`config.mk`:
```
export PLATFORM = sky130hd
export DESIGN_NAME = issue_queue
export DESIGN_NICKNAME = d
export VERILOG_FILES = /design/src/rtl/iq_pkg.sv /design/src/rtl/iq_entry.sv /design/src/rtl/iq_age_matrix.sv /design/src/rtl/iq_select.sv /design/src/rtl/issue_queue.sv
export SDC_FILE = /design/constraint.sdc
export NUM_CORES = 1
export LEC_CHECK = 0
export ABC_CLOCK_PERIOD_IN_PS = 6600
export BUFFER_PORTS_ARGS = -buffer_cell sky130_fd_sc_hd__buf_2
export CORE_UTILIZATION = 23
export CTS_CLUSTER_DIAMETER = 60
export CTS_CLUSTER_SIZE = 16
export DETAILED_ROUTE_END_ITERATION = 6
export PLACE_DENSITY_LB_ADDON = 0.25
export SYNTH_ARGS = -nofsm -noshare
export SYNTH_HDL_FRONTEND = slang
export SYNTH_SLANG_ARGS = --single-unit
```
`constraint.sdc`:
```
create_clock -name clk -period 6.6 [get_ports clk]
set_input_delay 1.32 -clock clk [delete_from_list [all_inputs] [get_ports clk]]
set_output_delay 1.32 -clock clk [all_outputs]
set_load 0.005 [all_outputs]
```
`src/rtl/iq_pkg.sv`:
```
package iq_pkg;
  localparam int unsigned IQ_TAG_W = 6;

  typedef logic [IQ_TAG_W-1:0] iq_tag_t;

  typedef struct packed {
    iq_tag_t tag;
    logic    rdy;
  } iq_src_t;
endpackage

```
`src/rtl/iq_entry.sv`:
```
module iq_entry
  import iq_pkg::*;
#(
  parameter int unsigned CLS_W     = 1,
  parameter int unsigned NUM_BCAST = 2
) (
  input  logic                                 clk,
  input  logic                                 rst_n,
  input  logic                                 flush,
  input  logic                                 wr_en,
  input  logic [CLS_W-1:0]                     wr_cls,
  input  iq_src_t                              wr_src0,
  input  iq_src_t                              wr_src1,
  input  iq_tag_t                              wr_dst,
  input  logic [NUM_BCAST-1:0]                 bcast_valid,
  input  logic [NUM_BCAST-1:0][IQ_TAG_W-1:0]   bcast_tag,
  input  logic                                 clear,
  output logic                                 valid,
  output logic [CLS_W-1:0]                     cls,
  output iq_tag_t                              dst,
  output logic                                 rdy0,
  output logic                                 rdy1
);
  logic             valid_q, valid_d, valid_en;
  logic [CLS_W-1:0] cls_q;
  iq_tag_t          dst_q;
  iq_src_t          src0_q, src1_q;
  logic             rdy0_d, rdy1_d, rdy_en;
  logic             hit_q0, hit_q1, hit_w0, hit_w1;

  // wakeup: compare every broadcast port with stored and incoming tags
  always_comb begin
    hit_q0 = 1'b0;
    hit_q1 = 1'b0;
    hit_w0 = 1'b0;
    hit_w1 = 1'b0;
    for (int p = 0; p < int'(NUM_BCAST); p++) begin
      if (bcast_valid[p]) begin
        if (bcast_tag[p] == src0_q.tag)  hit_q0 = 1'b1;
        if (bcast_tag[p] == src1_q.tag)  hit_q1 = 1'b1;
        if (bcast_tag[p] == wr_src0.tag) hit_w0 = 1'b1;
        if (bcast_tag[p] == wr_src1.tag) hit_w1 = 1'b1;
      end
    end
  end

  always_comb begin
    valid_d = valid_q;
    if (flush)      valid_d = 1'b0;
    else if (wr_en) valid_d = 1'b1;
    else if (clear) valid_d = 1'b0;
    valid_en = flush | wr_en | clear;

    rdy_en = wr_en | valid_q;
    if (wr_en) begin
      rdy0_d = wr_src0.rdy | hit_w0;
      rdy1_d = wr_src1.rdy | hit_w1;
    end else begin
      rdy0_d = src0_q.rdy | hit_q0;
      rdy1_d = src1_q.rdy | hit_q1;
    end
  end

  always_ff @(posedge clk or negedge rst_n) begin
    if (!rst_n) begin
      valid_q    <= 1'b0;
      cls_q      <= '0;
      dst_q      <= '0;
      src0_q     <= '0;
      src1_q     <= '0;
    end else begin
      if (valid_en) valid_q <= valid_d;
      if (wr_en) begin
        cls_q      <= wr_cls;
        dst_q      <= wr_dst;
        src0_q.tag <= wr_src0.tag;
        src1_q.tag <= wr_src1.tag;
      end
      if (rdy_en) begin
        src0_q.rdy <= rdy0_d;
        src1_q.rdy <= rdy1_d;
      end
    end
  end

  assign valid = valid_q;
  assign cls   = cls_q;
  assign dst   = dst_q;
  assign rdy0  = src0_q.rdy;
  assign rdy1  = src1_q.rdy;
endmodule

```
`src/rtl/iq_age_matrix.sv`:
```
module iq_age_matrix #(
  parameter int unsigned DEPTH = 8
) (
  input  logic                         clk,
  input  logic                         rst_n,
  input  logic                         alloc_en,
  input  logic [DEPTH-1:0]             alloc_oh,
  input  logic [DEPTH-1:0]             valid,
  output logic [DEPTH-1:0][DEPTH-1:0]  older
);
  // older[i][j] set: slot i was allocated before slot j
  for (genvar i = 0; i < int'(DEPTH); i++) begin : g_row
    for (genvar j = 0; j < int'(DEPTH); j++) begin : g_col
      if (i == j) begin : g_diag
        assign older[i][j] = 1'b0;
      end else begin : g_cell
        logic bit_q, bit_d, bit_en;
        always_comb begin
          bit_en = alloc_en & (alloc_oh[i] | alloc_oh[j]);
          bit_d  = alloc_oh[i] ? 1'b0 : valid[i];
        end
        always_ff @(posedge clk or negedge rst_n) begin
          if (!rst_n)      bit_q <= 1'b0;
          else if (bit_en) bit_q <= bit_d;
        end
        assign older[i][j] = bit_q;
      end
    end
  end
endmodule

```
`src/rtl/iq_select.sv`:
```
module iq_select #(
  parameter int unsigned DEPTH = 8
) (
  input  logic [DEPTH-1:0]             req,
  input  logic [DEPTH-1:0][DEPTH-1:0]  older,
  output logic [DEPTH-1:0]             grant
);
  always_comb begin
    for (int i = 0; i < int'(DEPTH); i++) begin
      logic beaten;
      beaten = 1'b0;
      for (int j = 0; j < int'(DEPTH); j++) begin
        if (req[j] && older[j][i]) beaten = 1'b1;
      end
      grant[i] = req[i] & ~beaten;
    end
  end
endmodule

```
`src/rtl/issue_queue.sv`:
```
module issue_queue
  import iq_pkg::*;
#(
  parameter int unsigned DEPTH     = 8,
  parameter int unsigned NUM_CLS   = 2,
  parameter int unsigned NUM_BCAST = 2,
  localparam int unsigned CLS_W    = (NUM_CLS > 1) ? $clog2(NUM_CLS) : 1,
  localparam int unsigned TAG_W    = IQ_TAG_W
) (
  input  logic                         clk,
  input  logic                         rst_n,
  input  logic                         flush,
  input  logic                         alloc_valid,
  input  logic [CLS_W-1:0]             alloc_cls,
  input  logic [TAG_W-1:0]             alloc_src0_tag,
  input  logic                         alloc_src0_rdy,
  input  logic [TAG_W-1:0]             alloc_src1_tag,
  input  logic                         alloc_src1_rdy,
  input  logic [TAG_W-1:0]             alloc_dst_tag,
  output logic                         alloc_ready,
  input  logic [NUM_BCAST-1:0]         bcast_valid,
  input  logic [NUM_BCAST*TAG_W-1:0]   bcast_tag,
  input  logic [NUM_CLS-1:0]           fu_free,
  output logic [NUM_CLS-1:0]           issue_valid,
  output logic [NUM_CLS*TAG_W-1:0]     issue_dst_tag
);
  // reset: asserted asynchronously, released through two flops
  logic rst_meta_q, rst_sync_n;
  always_ff @(posedge clk or negedge rst_n) begin
    if (!rst_n) begin
      rst_meta_q <= 1'b0;
      rst_sync_n <= 1'b0;
    end else begin
      rst_meta_q <= 1'b1;
      rst_sync_n <= rst_meta_q;
    end
  end

  logic [DEPTH-1:0]                    valid_vec, rdy0_vec, rdy1_vec, clear_vec;
  logic [DEPTH-1:0]                    alloc_oh;
  logic [DEPTH-1:0][TAG_W-1:0]         dst_arr;
  logic [DEPTH-1:0][CLS_W-1:0]         cls_arr;
  logic [DEPTH-1:0][DEPTH-1:0]         older;
  logic [NUM_CLS-1:0][DEPTH-1:0]       grant;
  logic [NUM_BCAST-1:0][TAG_W-1:0]     bcast_arr;
  logic                                alloc_fire;
  iq_src_t                             wr_src0, wr_src1;

  assign bcast_arr   = bcast_tag;
  assign alloc_ready = ~&valid_vec;
  assign alloc_fire  = alloc_valid & alloc_ready & ~flush;
  assign wr_src0     = '{tag: alloc_src0_tag, rdy: alloc_src0_rdy};
  assign wr_src1     = '{tag: alloc_src1_tag, rdy: alloc_src1_rdy};

  // lowest free slot takes the new operation
  always_comb begin
    logic found;
    found    = 1'b0;
    alloc_oh = '0;
    for (int i = 0; i < int'(DEPTH); i++) begin
      if (!valid_vec[i] && !found) begin
        alloc_oh[i] = 1'b1;
        found       = 1'b1;
      end
    end
  end

  for (genvar i = 0; i < int'(DEPTH); i++) begin : g_slot
    iq_entry #(
      .CLS_W     (CLS_W),
      .NUM_BCAST (NUM_BCAST)
    ) u_entry (
      .clk         (clk),
      .rst_n       (rst_sync_n),
      .flush       (flush),
      .wr_en       (alloc_fire & alloc_oh[i]),
      .wr_cls      (alloc_cls),
      .wr_src0     (wr_src0),
      .wr_src1     (wr_src1),
      .wr_dst      (alloc_dst_tag),
      .bcast_valid (bcast_valid),
      .bcast_tag   (bcast_arr),
      .clear       (clear_vec[i]),
      .valid       (valid_vec[i]),
      .cls         (cls_arr[i]),
      .dst         (dst_arr[i]),
      .rdy0        (rdy0_vec[i]),
      .rdy1        (rdy1_vec[i])
    );
  end

  iq_age_matrix #(.DEPTH(DEPTH)) u_age (
    .clk      (clk),
    .rst_n    (rst_sync_n),
    .alloc_en (alloc_fire),
    .alloc_oh (alloc_oh),
    .valid    (valid_vec),
    .older    (older)
  );

  for (genvar c = 0; c < int'(NUM_CLS); c++) begin : g_cls
    logic [DEPTH-1:0] req;
    always_comb begin
      for (int i = 0; i < int'(DEPTH); i++) begin
        req[i] = valid_vec[i] & rdy0_vec[i] & rdy1_vec[i]
               & (cls_arr[i] == CLS_W'(c)) & fu_free[c];
      end
    end

    iq_select #(.DEPTH(DEPTH)) u_sel (
      .req   (req),
      .older (older),
      .grant (grant[c])
    );

    always_comb begin
      logic [TAG_W-1:0] tag_mux;
      tag_mux = '0;
      for (int i = 0; i < int'(DEPTH); i++) begin
        tag_mux = tag_mux | ({TAG_W{grant[c][i]}} & dst_arr[i]);
      end
      issue_valid[c]                 = |grant[c];
      issue_dst_tag[c*TAG_W +: TAG_W] = tag_mux;
    end
  end

  always_comb begin
    clear_vec = '0;
    for (int c = 0; c < int'(NUM_CLS); c++) clear_vec = clear_vec | grant[c];
  end
endmodule

```
Word-level counts from Yosys, hierarchy flattened

Cells that the tools add are included.

Bits in registers: 234
Logic and storage cells: 776

Equality and inequality tests: 36
Mux-type cells: 246
Bitwise gates (word level): 228
Reduce and logical (&&, ||, !) cells: 152

Operators by type and width:

| cell                | count |
|---|---|
| 1-bit two-way mux   | 246 |
| 6-bit equality test | 36 |
| 1-bit logical AND   | 119 |
| 1-bit bitwise AND   | 102 |
| 6-bit bitwise AND   | 16 |
| 6-bit OR            | 14 |
| 1-bit OR            | 70 |
| 1-bit NOT           | 25 |
| 3-bit nonzero test  | 8 |
| 2-bit AND reduction | 8 |
| 8-bit OR reduction  | 2 |
| 1-bit logical NOT   | 14 |
| 8-bit OR            | 1 |
| 8-bit AND reduction | 1 |

Depth between registers and ports, before layout

Word-level depth: 25
Mapped depth: 10
Gate-level depth less buffers: 6

Hierarchy

Synthesis repeated with hierarchy kept, for this count alone.

Cells, all modules: 1,592
Area, all modules: 16,294.4 um2

Modules (own cells, without submodules):

| module        | instances | cells an instance | area each (um2) | sequential area each (um2) |
|---|---|---|---|---|
| iq_entry      | 8         | 118               | 1,371.3         | 550.5 |
| iq_age_matrix | 1         | 366               | 3,550.9         | 1,401.3 |
| issue_queue   | 1         | 154               | 949.7           | 50.0 |
| iq_select     | 2         | 64                | 411.6           | 0.0 |

Worst setup path before layout

No wires, ideal clock.

Path kind: input to output
Start: input port fu_free[0]
End: output port issue_dst_tag[0]
Arrival time: 2.691 ns
Required time: 5.280 ns
Slack: 2.589 ns
Stages on the path: 7
Path buffers: 2
Path through: buf_2 -> clkbuf_1 -> nand3_1 -> and4_1 -> and3_1 -> a2111oi_0 -> nand3_1

Word-level cells in the longest chain between the ends: 19
Elaborated cells between the ends (all ways): 151

RTL lines:

| what                           | line               | text |
|---|---|---|
| start: declaration             | issue_queue.sv:23  | `input logic [NUM_CLS-1:0] fu_free,` |
| 1-bit bitwise AND              | issue_queue.sv:106 | `& (cls_arr[i] == CLS_W'(c)) & fu_free[c];` |
| 1-bit logical AND              | iq_select.sv:13    | `if (req[j] && older[j][i]) beaten = 1'b1;` |
| 1-bit two-way mux (7 in a row) | iq_select.sv:13    |  |
| 1-bit NOT                      | iq_select.sv:15    | `grant[i] = req[i] & ~beaten;` |
| 1-bit bitwise AND              | iq_select.sv:15    |  |
| 6-bit bitwise AND              | issue_queue.sv:120 | `tag_mux = tag_mux \| ({TAG_W{grant[c][i]}} & dst_arr[i]);` |
| 6-bit OR (6 in a row)          | issue_queue.sv:120 |  |
| 6-bit OR *                     | issue_queue.sv:120 |  |
| end: declaration               | issue_queue.sv:25  | `output logic [NUM_CLS*TAG_W-1:0] issue_dst_tag` |

Mark *: on every way between the ends. The rest lies on a longest branch, timed or not.

Worst setup path in the final report

Start: input port fu_free[0]
End: output port issue_dst_tag[2]

The elaborated chain is that of the path after synthesis.

==> results.md <==
Run status:
- The run finished, with violations left.
- The checks that failed: design-rule violations.

Floorplan:
- For this configuration, the core starts out at a cell density of 0.233.
- The total die area is 57900 um2.
- The boundary pin count is 56.
- The row count is 87.
- The die span in y is 241 um.
- Measured along the x axis, the die boundary spans 241 um.
- The total area inside the core boundary comes to 56300 um2.

Place:
- The congestion estimate from routability-driven global placement came to 0.900.
- Prior to clock tree synthesis, the placed netlist has a worst setup slack of 1.80 ns.
- During placement, the flow inserted port buffers numbering 55.
- Detailed placement ended at an HPWL of 29400 um.
- Once placement completed, the tool counted placed cells totaling around 2100.

Clock network:
- The count of clock tree sinks is 234.
- TritonCTS built the clock tree.
- CTS built an H-tree with a depth of 1.
- The cts-stage hold buffer count is 0.
- The worst-skew pair later-pin latency is approximately 0.56 ns.
- Gates resized during post-CTS repair numbered 0.
- The clock passes through at most 3 buffers.
- The tree is rooted in a sky130_fd_sc_hd__clkbuf_16.
- After clock tree synthesis, the clock-pin slew on the worst setup and hold paths is 0.07 ns.
- The TritonCTS buffer count is 26.
- After clock tree synthesis, the setup repair step added 0 buffers.

Power and ir drop:
- The static leakage is 6.69 nW.
- In this run the power density over the cells is 245 nW/um2.
- Across the VDD grid, the largest voltage drop is between 0.0001 and 0.00015 V.

Routing:
- The first detailed-routing pass took 7 iterations.
- The DRC violation total after the first TritonRoute iteration is 871.
- The detailed-route via count is 10400.
- Once detail routing completed, the nets flagged for antenna violations numbered 0.
- In the final routed layout, each cell accounts on average for 21.8 um.
- In the routed layout, each cell is associated on average with a via count of 4.87.
- The aggregate routed wire length is 46400 um.
- In the routed design, unresolved DRC markers number 1.

Timing:
- For the pin with the worst max-slew slack, the measured transition is 1.18 ns.
- The final max-slew violation count came to 0.
- After routing, the total negative slack on setup checks comes to 0 ns.
- The time the worst path needs with I/O delays and setup is 4.88 ns.
- Setup violations remaining at the end of the flow were counted as 0.
- The final hold slack is ~0.35 ns.
- The highest achievable clock rate is 205 MHz.
- Setup repair after global routing left no endpoint under its margin.
- The final period utilization is 0.739.
- The least setup slack across all paths after layout is 1.72 ns.
- The final clock skew is 0.0168 ns.
- The worst slew slack as a fraction of its limit is 0.213.
- The number of hold violations in the final report was 0.

Setup path:
- The arrival time at the worst endpoint is 3.56 ns.
- The critical path startpoint category is a primary input.
- For this design, the slowest cell found on the critical path is sky130_fd_sc_hd__a2111oi_0.
- The startpoint-to-endpoint class of the critical path is in2out.
- The maximum single-stage delay on the critical path is 0.57 ns.
- Traced cell by cell, the critical path runs through buf_2 > nand2_1 > nor3_4 > a22oi_1 > and3_1 > a2111oi_0 > nand3_1 > buf_2.
- The kind of end point of the critical path is an output pin.
- The cell repeated most along the worst path is sky130_fd_sc_hd__buf_2.
- The critical-path maximum fanout is 22.
- STA puts the critical path data required time at roughly 5.3 ns.

Global route:
- Entering global routing, the biggest net connects 176 pins.
- The via count of the first global-routing pass was 10300.
- For this run, the total global-route usage over all layers was measured as 0.161.
- The first global-routing pass estimated between 60000 and 70000 um of wire.
- The number of antenna violations at the first check in global routing came to 0.
- The total overflow left after global routing is 0.

Synth:
- The gate count of the mapped netlist is 1364.
- The post-synthesis net count is ~1400.
- The synthesized netlist contains 62 unique library cells.
- Of the synthesized area, sequential elements account for 0.447.
- In the synthesized netlist the async set-or-reset flop fraction comes to 1.00.
- Among all flip-flop cells after synthesis, the most frequent one is sky130_fd_sc_hd__dfrtp_1.
- Yosys printed 0 warnings.
- Counting flops and latches in the post-synthesis netlist gives 234.
- The post-synthesis cell area is 13100 um2.
- The synthesized design contains 0 enable-type register cells.
- A synthesized cell averages 9.60 um2.

Final layout:
- The number of nets in the layout is 1393.
- The library cell used most frequently in the layout, excluding fill and tap cells, is sky130_fd_sc_hd__nand2_1.
- In the final layout, the share of cells above drive strength 1 is 0.156.
- The final non-filler cell total is 2127.
- In the layout the commonest cells are sky130_fd_sc_hd__nand2_1 (307), sky130_fd_sc_hd__dfrtp_1 (233), sky130_fd_sc_hd__xnor2_1 (150), sky130_fd_sc_hd__xor2_1 (66), sky130_fd_sc_hd__nand3_1 (58).
- From synthesis to final layout, the design area changed by 13.0%.
- The count of filler cells inserted in the layout is 5993.
- The repair_antennas step left the layout with diodes totalling 0.

Flow run:
- Across the run, the number of max-cap violations was 0.

Hold path:
- The path category of the worst min-delay check is reg2reg.
per-layer routing:
metal	GRT usage	vias to the layer above	part of all wire
li1	-	4700	-
met1	0.229	5260	0.47
met2	0.256	325	0.45
met3	0.0223	78	0.053
met4	0.0407	0	0.025
met5	0	-	0
per-stage QoR:
| stage | area (um2) | util | power (W) |
|---|---|---|---|
| after floorplan | 13100 | - | 0.00204 |
| after global placement | 14000 | 0.248 | 0.00220 |
| after detailed placement | 14000 | 0.248 | 0.00220 |
| after CTS | 14800 | 0.263 | 0.00368 |
| after global routing | 14800 | 0.263 | 0.00381 |
| final | 14800 | 0.263 | 0.00363 |
worst max-delay path, delay by kind of cell:
kind / cells / cell delay, ns
compound gates: 2 / 0.72
buf+inv: 2 / 0.50
simple gates: 4 / 1.01
worst paths after layout:
kind | startpoint | to | slack (ns) | depth (start not counted)
min | rst_meta_q$_DFF_PN0_ | rst_sync_n$_DFF_PN0_ | 0.35 | 0
max in group asynchronous | rst_sync_n$_DFF_PN0_ | g_slot[5].u_entry.dst[0]$_DFFE_PN0P_ | 4.67 | 1
max | fu_free[0] | issue_dst_tag[2] | 1.72 | 8
min reg2reg | rst_meta_q$_DFF_PN0_ | rst_sync_n$_DFF_PN0_ | 0.35 | 0
max reg2reg | g_slot[0].u_entry.valid$_DFFE_PN0P_ | g_slot[5].u_entry.dst[4]$_DFFE_PN0P_ | 3.45 | 4
min in group asynchronous | rst_sync_n$_DFF_PN0_ | g_slot[1].u_entry.src0_q[2]$_DFFE_PN0P_ | 0.41 | 0
state kept, by name (all words and copies together) (netlist names):
name and flops:
g_slot.u_entry.cls 8, g_slot.u_entry.dst 48, g_slot.u_entry.rdy0 8, g_slot.u_entry.rdy1 8
g_slot.u_entry.src0_q 48, g_slot.u_entry.src1_q 48, g_slot.u_entry.valid 8, rst_meta_q 1
rst_sync_n 1, u_age.g_row.g_col.g_cell.bit_q 56
layout make-up:
type	count	area (um2)	area share
Inverter	12	45.0	0.00304
Timing Repair Buffer	67	378	0.0255
Clock inverter	17	148	0.00997
Tap cell	756	946	0.0639
Clock buffer	30	697	0.0471
Sequential cell	234	5860	0.396
Multi-Input combinational cell	1011	6730	0.455
logic make-up after synthesis:
| logic type | count (synthesis) | synth area share |
|---|---|---|
| xor gates and xnor gates | 216 | 0.144 |
| DFF | 234 | 0.447 |
| AOI/OAI and AO/OA | 175 | 0.0962 |
| and+or+nand+nor | 542 | 0.199 |
| buffers and inverters | 119 | 0.0415 |
| muxes | 77 | 0.0713 |
| other | 1 | 0.000286 |
Yosys cell counts, types with 7 or more instances:
cell type,number,share of area
sky130_fd_sc_hd__nand2_1,307,0.088
sky130_fd_sc_hd__and4b_1,7,0.0054
sky130_fd_sc_hd__nand4_1,44,0.021
sky130_fd_sc_hd__and3_1,21,0.010
sky130_fd_sc_hd__a32oi_1,8,0.0054
sky130_fd_sc_hd__mux2_4,18,0.021
sky130_fd_sc_hd__o21ai_0,40,0.015
sky130_fd_sc_hd__mux2_2,57,0.049
sky130_fd_sc_hd__buf_2,47,0.018
sky130_fd_sc_hd__xnor2_1,150,0.10
sky130_fd_sc_hd__inv_1,12,0.0034
sky130_fd_sc_hd__dfrtp_1,234,0.45
sky130_fd_sc_hd__clkbuf_1,53,0.015
sky130_fd_sc_hd__and4_1,12,0.0080
sky130_fd_sc_hd__a21oi_1,33,0.013
sky130_fd_sc_hd__nor4_1,7,0.0033
sky130_fd_sc_hd__or4_1,16,0.0092
sky130_fd_sc_hd__nand3_1,58,0.022
sky130_fd_sc_hd__nor2_1,37,0.011
sky130_fd_sc_hd__a222oi_1,14,0.011
sky130_fd_sc_hd__a22oi_1,30,0.017
sky130_fd_sc_hd__xor2_1,66,0.044
power breakdown:
group / total [W] / leakage (nW) / internal, W / switching, W
combinational: 0.000444 / 3.16 / 0.000190 / 0.000255
sequential: 0.00173 / 3.13 / 0.00157 / 0.000162
clock: 0.00146 / 0.400 / 0.000779 / 0.000680
(Power assumes the default switching activity.)
